==> src/rtl/pci_par_pkg.sv <==
package pci_par_pkg;

    localparam int AD_W_DEF   = 32;
    localparam int CBE_W_DEF  = 4;
    localparam int HOLD_DEF   = 2;
    localparam int LANE_BITS  = 8;

    // PERR# drive states: released, driven low, driven high before release
    typedef enum logic [1:0] {
        PERR_OFF  = 2'd0,
        PERR_LOW  = 2'd1,
        PERR_HIGH = 2'd2
    } perr_state_e;

    // Per-clock decode of the bus strobes for this agent
    typedef struct packed {
        logic addr;     // first clock of FRAME# low
        logic drive;    // this agent must drive PAR next clock
        logic xfer;     // completed data phase received by this agent
        logic special;  // phase belongs to a Special Cycle
    } phase_t;

    // True when this agent places the data on the bus
    function automatic logic sources_data(input logic master, input logic write);
        return master ? write : !write;
    endfunction

endpackage

==> src/rtl/pci_par_tree.sv <==
module pci_par_tree
    import pci_par_pkg::*;
#(
    parameter int AD_W  = AD_W_DEF,
    parameter int CBE_W = CBE_W_DEF
) (
    input  logic [AD_W-1:0]  ad,
    input  logic [CBE_W-1:0] cbe,
    output logic             par
);
    localparam int LANES = (AD_W + LANE_BITS - 1) / LANE_BITS;

    logic [LANES-1:0] lane_par;

    // one XOR fold per byte lane, then a final fold with the command bits
    generate
        for (genvar g = 0; g < LANES; g++) begin : g_lane
            localparam int LO = g * LANE_BITS;
            localparam int HI = (LO + LANE_BITS - 1 < AD_W) ? LO + LANE_BITS - 1 : AD_W - 1;
            assign lane_par[g] = ^ad[HI:LO];
        end
    endgenerate

    assign par = (^lane_par) ^ (^cbe);

endmodule

==> src/rtl/pci_par_phase.sv <==
module pci_par_phase
    import pci_par_pkg::*;
(
    input  logic   clk,
    input  logic   rst,
    input  logic   frame_n,
    input  logic   irdy_n,
    input  logic   trdy_n,
    input  logic   is_master,
    input  logic   is_write,
    input  logic   special,
    output phase_t ph
);
    logic frame_q;
    logic src;
    logic own_strobe;

    always_ff @(posedge clk) begin
        if (rst) frame_q <= 1'b1;
        else     frame_q <= frame_n;
    end

    assign src        = sources_data(is_master, is_write);
    assign own_strobe = is_master ? !irdy_n : !trdy_n;

    always_comb begin
        ph.addr    = !frame_n && frame_q;
        ph.drive   = (is_master && ph.addr) || (src && own_strobe);
        ph.xfer    = !src && !irdy_n && !trdy_n;
        ph.special = special;
    end

    AST_ADDR_SINGLE: assert property (@(posedge clk) disable iff (rst)
        ph.addr |=> !ph.addr) else $error("address phase lasted two clocks");

endmodule

==> src/rtl/pci_par_gen.sv <==
module pci_par_gen
    import pci_par_pkg::*;
(
    input  logic   clk,
    input  logic   rst,
    input  phase_t ph,
    input  logic   par_calc,
    output logic   par_o,
    output logic   par_oe_o
);
    // PAR trails the data it covers by exactly one clock
    always_ff @(posedge clk) begin
        if (rst) begin
            par_o    <= 1'b0;
            par_oe_o <= 1'b0;
        end else begin
            par_o    <= par_calc;
            par_oe_o <= ph.drive;
        end
    end

endmodule

==> src/rtl/pci_par_chk.sv <==
module pci_par_chk
    import pci_par_pkg::*;
(
    input  logic   clk,
    input  logic   rst,
    input  phase_t ph,
    input  logic   par_calc,
    input  logic   par_i,
    output logic   err_pulse_o,
    output logic   err_report_o
);
    logic xfer_q;
    logic exp_q;
    logic spec_q;
    logic mismatch;

    // stage 1: remember the completed phase and its expected parity
    always_ff @(posedge clk) begin
        if (rst) begin
            xfer_q <= 1'b0;
            exp_q  <= 1'b0;
            spec_q <= 1'b0;
        end else begin
            xfer_q <= ph.xfer;
            exp_q  <= par_calc;
            spec_q <= ph.special;
        end
    end

    // stage 2: compare with PAR as it arrives one clock later
    assign mismatch     = xfer_q && (par_i != exp_q);
    assign err_report_o = mismatch && !spec_q;

    always_ff @(posedge clk) begin
        if (rst) err_pulse_o <= 1'b0;
        else     err_pulse_o <= mismatch;
    end

    AST_PULSE_AFTER_XFER: assert property (@(posedge clk) disable iff (rst)
        err_pulse_o |-> $past(xfer_q)) else $error("pulse without stored phase");

endmodule

==> src/rtl/pci_perr_drv.sv <==
module pci_perr_drv
    import pci_par_pkg::*;
#(
    parameter int PERR_HOLD = HOLD_DEF
) (
    input  logic clk,
    input  logic rst,
    input  logic err_report,
    output logic perr_n_o,
    output logic perr_oe_o
);
    localparam int CW = (PERR_HOLD > 1) ? $clog2(PERR_HOLD) : 1;
    localparam logic [CW-1:0] HOLD_LAST = CW'(PERR_HOLD - 1);

    perr_state_e     state;
    logic [CW-1:0]   cnt;

    always_ff @(posedge clk) begin
        if (rst) begin
            state <= PERR_OFF;
            cnt   <= '0;
        end else if (err_report) begin
            state <= PERR_LOW;
            cnt   <= '0;
        end else begin
            unique case (state)
                PERR_LOW: begin
                    state <= PERR_HIGH;
                    cnt   <= HOLD_LAST;
                end
                PERR_HIGH: begin
                    if (cnt == '0) state <= PERR_OFF;
                    else           cnt   <= cnt - 1'b1;
                end
                default: state <= PERR_OFF;
            endcase
        end
    end

    assign perr_oe_o = (state != PERR_OFF);
    assign perr_n_o  = (state != PERR_LOW);

    generate
        if (PERR_HOLD >= 2) begin : g_hold_chk
            AST_PERR_HIGH_BEFORE_FLOAT: assert property (@(posedge clk) disable iff (rst)
                $fell(perr_oe_o) |-> ($past(perr_n_o) && $past(perr_n_o, 2)))
                else $error("PERR# released without two high clocks");
        end
    endgenerate

    AST_LOW_THEN_HIGH: assert property (@(posedge clk) disable iff (rst)
        (perr_oe_o && !perr_n_o && !err_report) |=> (perr_oe_o && perr_n_o))
        else $error("PERR# low not followed by high drive");

endmodule

==> src/rtl/pci_parity_unit.sv <==
module pci_parity_unit
    import pci_par_pkg::*;
#(
    parameter int AD_W      = AD_W_DEF,
    parameter int CBE_W     = CBE_W_DEF,
    parameter int PERR_HOLD = HOLD_DEF
) (
    input  logic             clk,
    input  logic             rst,
    input  logic [AD_W-1:0]  ad_i,
    input  logic [CBE_W-1:0] cbe_n_i,
    input  logic             frame_n_i,
    input  logic             irdy_n_i,
    input  logic             trdy_n_i,
    input  logic             par_i,
    input  logic             is_master_i,
    input  logic             is_write_i,
    input  logic             special_i,
    output logic             par_o,
    output logic             par_oe_o,
    output logic             perr_n_o,
    output logic             perr_oe_o,
    output logic             perr_pulse_o
);
    phase_t ph;
    logic   par_calc;
    logic   err_report;

    pci_par_phase u_phase (
        .clk       (clk),
        .rst       (rst),
        .frame_n   (frame_n_i),
        .irdy_n    (irdy_n_i),
        .trdy_n    (trdy_n_i),
        .is_master (is_master_i),
        .is_write  (is_write_i),
        .special   (special_i),
        .ph        (ph)
    );

    pci_par_tree #(.AD_W(AD_W), .CBE_W(CBE_W)) u_tree (
        .ad  (ad_i),
        .cbe (cbe_n_i),
        .par (par_calc)
    );

    pci_par_gen u_gen (
        .clk      (clk),
        .rst      (rst),
        .ph       (ph),
        .par_calc (par_calc),
        .par_o    (par_o),
        .par_oe_o (par_oe_o)
    );

    pci_par_chk u_chk (
        .clk          (clk),
        .rst          (rst),
        .ph           (ph),
        .par_calc     (par_calc),
        .par_i        (par_i),
        .err_pulse_o  (perr_pulse_o),
        .err_report_o (err_report)
    );

    pci_perr_drv #(.PERR_HOLD(PERR_HOLD)) u_perr (
        .clk        (clk),
        .rst        (rst),
        .err_report (err_report),
        .perr_n_o   (perr_n_o),
        .perr_oe_o  (perr_oe_o)
    );

    AST_PAR_EVEN: assert property (@(posedge clk) disable iff (rst)
        par_oe_o |-> (par_o == ^{$past(ad_i), $past(cbe_n_i)}))
        else $error("driven PAR not even");

    AST_PAR_OE_CAUSE: assert property (@(posedge clk) disable iff (rst)
        par_oe_o |-> ($past(is_master_i && !frame_n_i)
                      || $past(is_master_i ? (is_write_i && !irdy_n_i)
                                           : (!is_write_i && !trdy_n_i))))
        else $error("PAR driven without cause");

    AST_PERR_NEEDS_PULSE: assert property (@(posedge clk) disable iff (rst)
        (perr_oe_o && !perr_n_o) |-> perr_pulse_o)
        else $error("PERR# low without mismatch");

    AST_PERR_NOT_SPECIAL: assert property (@(posedge clk) disable iff (rst)
        (perr_oe_o && !perr_n_o) |-> !$past(special_i, 2))
        else $error("PERR# low for Special Cycle");

    AST_PULSE_NEEDS_XFER: assert property (@(posedge clk) disable iff (rst)
        perr_pulse_o |-> $past(!irdy_n_i && !trdy_n_i, 2))
        else $error("pulse without completed phase");

    AST_PULSE_RECEIVER: assert property (@(posedge clk) disable iff (rst)
        perr_pulse_o |-> $past(is_master_i != is_write_i, 2))
        else $error("pulse while sourcing");

endmodule

==> config.mk <==
export PLATFORM = sky130hd
export DESIGN_NAME = pci_parity_unit
export DESIGN_NICKNAME = d
export VERILOG_FILES = /design/src/rtl/pci_par_pkg.sv /design/src/rtl/pci_par_tree.sv /design/src/rtl/pci_par_phase.sv /design/src/rtl/pci_par_gen.sv /design/src/rtl/pci_par_chk.sv /design/src/rtl/pci_perr_drv.sv /design/src/rtl/pci_parity_unit.sv
export SDC_FILE = /design/constraint.sdc
export NUM_CORES = 1
export LEC_CHECK = 0
export BUFFER_PORTS_ARGS = -buffer_cell sky130_fd_sc_hd__buf_2
export CAP_MARGIN = 20
export CORE_MARGIN = 3
export CORE_UTILIZATION = 35
export DETAILED_ROUTE_END_ITERATION = 7
export GPL_ROUTABILITY_DRIVEN = 1
export PLACE_DENSITY = 0.7
export SYNTH_ARGS = -nofsm -noshare
export SYNTH_HDL_FRONTEND = slang
export SYNTH_SLANG_ARGS = --single-unit
==> constraint.sdc <==
create_clock -name clk -period 1.64 [get_ports clk]
set_input_delay 0.246 -clock clk [delete_from_list [all_inputs] [get_ports clk]]
set_output_delay 0.246 -clock clk [all_outputs]
set_load 0.03 [all_outputs]
[After elaboration in Yosys (flattened, before gate mapping)]
Index checks and enable logic that the tools add are counted.
W data, S select, Z words.
Word-level totals
  flip-flop bits (word level): 9
  bits in latches: 0
  bits in writable memories: 0
  bits in read-only memories: 0
  input bits: 45
  output and inout bits: 5
  word-level logic and storage cells: 47
  memories: 0
Operators by class
  add/subtract/negate cells: 1
  multipliers: 0
  divide/modulo/power cells: 0
  magnitude comparators: 0
  eq/ne operators: 6
  shifts and indexed selects: 0
  muxes and demuxes: 7
  bitwise logic cells: 1
  reduce and logical (&&, ||, !) cells: 23
Operator list (number)
  $reduce_xor A8 Y1: 4
  $reduce_xor A4 Y1: 2
  $logic_and A1 B1 Y1: 7
  $logic_not A1 Y1: 6
  $mux W1: 4
  $pmux W2 S2: 1
  $reduce_bool A2 Y1: 2
  $ne A3 B3 Y1 const B: 1
  $eq A2 B1 Y1 const B: 1
  $eq A2 B2 Y1 const B: 1
  $mux W2: 1
  $ne A2 B1 Y1 const B: 1
  $ne A2 B2 Y1 const B: 1
  $pmux W1 S2: 1
  $reduce_or A2 Y1: 1
  $logic_or A1 B1 Y1: 1
  $ne A1 B1 Y1: 1
  $sub A1 B1 Y1 const B: 1
  $xor A1 B1 Y1: 1

[Depth between registers and ports, before layout]
  word-level depth: 5
  depth in mapped cells: 5
  mapped depth without buffers: 5

[By module]
Synthesis repeated with hierarchy kept, for this count alone.
Unflattened totals
  cells, all modules: 76
  area total of the unflattened synthesis: 748.2 um^2
Modules (own cells, without submodules)
  pci_par_tree: times used 1, cells an instance 34, area an instance 311.5 um^2, sequential area each 0.0 um^2
  pci_perr_drv: times used 1, cells an instance 18, area an instance 181.4 um^2, sequential area each 60.1 um^2
  pci_par_chk: times used 1, cells an instance 10, area an instance 122.6 um^2, sequential area each 80.1 um^2
  pci_par_phase: times used 1, cells an instance 10, area an instance 80.1 um^2, sequential area each 20.0 um^2
  pci_par_gen: times used 1, cells an instance 4, area an instance 52.6 um^2, sequential area each 40.0 um^2

[Worst setup path before layout]
Ideal clock, no wire load.
  path type: input -> register
  start: in ad_i[26]
  end: reg u_chk.exp_q
  library setup time: 0.121 ns
  arrival: 1.405 ns
  required time: 1.519 ns
  path slack: 0.114 ns
  stages on the path: 5
  path buffers: 0
  cells stage by stage: xor2_1 xnor2_1 xnor2_1 xnor3_1 mux2_4
On the way
  word-level cells in the longest chain between the ends: 3
Ends and longest elaborated chain
  from (decl): RTL line pci_parity_unit.sv:10  | input logic [AD_W-1:0] ad_i,
  $reduce_xor A8 Y1: RTL line pci_par_tree.sv:20  | assign lane_par[g] = ^ad[HI:LO];
  $reduce_xor A4 Y1: RTL line pci_par_tree.sv:24  | assign par = (^lane_par) ^ (^cbe);
  $xor A1 B1 Y1: RTL line pci_par_tree.sv:24
  to (signal assigned): RTL line pci_par_chk.sv:25  | exp_q <= par_calc;
  to (decl): RTL line pci_par_chk.sv:13  | logic exp_q;
Every way passes these cells.
A chain may end at the register's enable or synchronous reset.

[Worst setup path in the final report]
Same ends and word-level chain as after synthesis.

==> out/summary.txt <==
Status: finished clean
Largest net degree at the start of global routing: 11
PwrDens: 813 nW/um2
Drt first pass iters: 4
NetSw: 227 uW
Fin nets: 174
Seq pwr share: 30.8%
Initial antenna violation count: 0
Top delay family on crit path: XOR/XNOR gates
Clock Pin Slew Worst Setup and Hold Paths: 60 ps
Unique masters post-synth: 19
Drt total wl: 1410 um
Max Root-Sink Buffers: 2
Crit. End Element: flip-flop
Max_slew headroom: 75.7%
Worst r2r path cells: 4
Ports: 50
Max-cap violations: 0
Starting Density: 38.5%
Die width: 50.3 um
Yosys top cell by area: xnor2_1
Post-CTS Setup Bufs: 0
Routed len/inst: 9.40 um
Final Skew: 1.60 ps
Critical path arrival: 1550 ps
Max incr delay on CP: 420 ps
Area growth, synth to finish: 43.6%
Critical path type: in2reg
# DRC: 0
Slowest cell on the critical path: xnor3_1
FP Rows: 15
IO Port Bufs: 49
Crit path time final: 1410 ps
Final slew viol count: 0
Sw Ratio: 28.4%
Fin area: 985 um2
Pleak: 0.000480 uW
Critical path launch point type: primary input
Layout cells sized above 1: 43.2%
GRT Total Usage: 12.0%
Fmax: 708 MHz
CORE AREA: 1780 um2
Die Y: 50.3 um
Filler cells: 177
Slew @ Worst Pin: 355 ps
Top cell type's share of synthesized area: 35.8%
Ant. Diodes: 0
Synthesized flop and latch total: 9
Syn Area/Cell: 9.39 um2
CP bufs+invs: 1
CTS sink cnt: 9
RSZ-0062 raised after global routing: no
Clk Latency, worst-skew pair: 250 ps
Syn_nets: 121
Sequential Area: 180 um2
Top cell by count, worst path: xnor2_1
Die area: 2530 um2
Hold_buf cts: 0
Internal power: 573 uW
Detailed placement HPWL: 1290 um
GPL Wtd Cong: 0.749
Worst Hold Depth: 2
Root Driver: clkbuf_4
Part of the power in combinational logic: 48.9%
Antenna-violating nets left: 0
Area of the multi-input gates: 479 um2
Routed vias: 653
Clock power share: 20.4%
Final Hold Violating Endpoints: 0
Crit path required time: 1780 ps
Critical path depth: 6
Area post-placement: 958 um2
# resized after CTS: 0
Final period utilization: 86.1%
Cell area after synthesis: 686 um2
Detailed router's first-iteration violation count: 4
CTS tree: done
Seq/Total Area, Yosys: 26.3%
Hold slack: 167 ps
Synthesis Warnings: 0
Total power draw: 800 uW
Worst-path cell chain: buf_2 -> xor2_1 -> xnor2_1 -> xnor2_1 -> xnor3_1 -> mux2_4
Number of global-route vias before repair: 627
Area contributors post-synth: xnor2_1 (36%), dfxtp_1 (26%), xnor3_1 (6.6%), ha_1 (5.5%), xor2_1 (5.1%)
Mapped Cells: 73
H-tree depth: 1
First-pass GRT wire length: 2330 um
Worst min-delay path class: in2reg
Total grt overflow: 0
Num CTS Buffers: 3
Final setup vio count: 0
DR vias/cell: 4.35
Critical path peak fanout: 1
Worst VDD drop: 0.337 mV
final timing paths:
check / start / slack (ps) / endpoint
worst max register to register: u_perr.state[0] / 410 / u_perr.cnt
worst min-delay path: irdy_n_i / 170 / u_chk.xfer_q
worst max-delay path: ad_i[26] / 230 / u_chk.exp_q
worst min register to register: u_chk.xfer_q / 440 / u_chk.err_pulse_o
registers in the layout, summed over array words and instances, names as in the netlist:
| signal | flops |
|---|---|
| u_chk.spec_q | 1 |
| u_phase.frame_q | 1 |
| u_chk.err_pulse_o | 1 |
| u_perr.state | 2 |
| u_perr.cnt | 1 |
| u_chk.xfer_q | 1 |
| u_chk.exp_q | 1 |
| u_gen.par_oe_o | 1 |
cells by family (layout without fill, tap and decap cells):
kind of cell	Yosys count	in the layout	synth area share (%)
mux	2	2	3.65
compound gates	4	4	3.83
buf+inv	7	59	3.83
xor+xnor	34	34	47.4
fa+ha+maj	3	3	5.48
simple gates	14	14	9.49
flops	9	9	26.3
layer usage:
metal	part of all wire (%)	vias up	routed length (um)	track usage (%)
li1	-	335	-	-
met5	0	-	0	0
met2	53	33	754	21.7
met1	36	283	511	11.7
met3	9.1	2	128	3.86
met4	1.1	0	15	6.91
stage by stage:
stage          util [%]  setup TNS (ps)  cells  setup WS, ps
6_report           55.2               0    150           228
5_1_grt            55.2               0    150           156
4_1_cts            55.2               0    150           234
3_5_place_dp       53.8           -39.7    146         -39.7
3_3_place_gp       53.8           -17.4    146         -17.4
2_1_floorplan         -               0     73           114
cell type report:
class	instances	share of cell area (%)
multi-input cells	57	48.7
repair buffers	49	24.9
inverters	6	2.29
clock buffers	4	2.67
flip-flops and latches	9	18.3
well taps	25	3.18
cells in the final DEF, fill, tap and decap left out, types with 3 or more instances in the layout:
cell type,instances
dfxtp_1,9
inv_1,6
buf_2,49
nor2_1,6
clkbuf_4,3
xor2_1,4
ha_1,3
xnor2_1,28
power by group through the flow:
stage	Combinational (uW)	Sequential, uW	Clock, uW
2_1_floorplan	275	274	0
6_report	391	246	163
3_3_place_gp	388	250	0
5_1_grt	425	248	184
4_1_cts	396	246	173
3_5_place_dp	394	251	0
worst register-to-register path, cell delays in order (launching register included):
cell and delay (ps):
dfxtp_1 350, inv_1 70, ha_1 300, nor2_1 40, a2111oi_0 350
synthesized netlist by cell type:
library cell,count
xnor2_1,28
nor4_1,1
clkbuf_1,1
o22ai_1,1
xor2_1,4
xnor3_1,2
mux2_4,1
mux2i_1,1
inv_1,6
a31oi_1,1
dfxtp_1,9
or2_2,1
a21oi_1,1
nand2_1,2
a2111oi_0,1
ha_1,3
nor2b_1,2
nor3_1,2
nor2_1,6
Power figures use the tool's default switching activity.
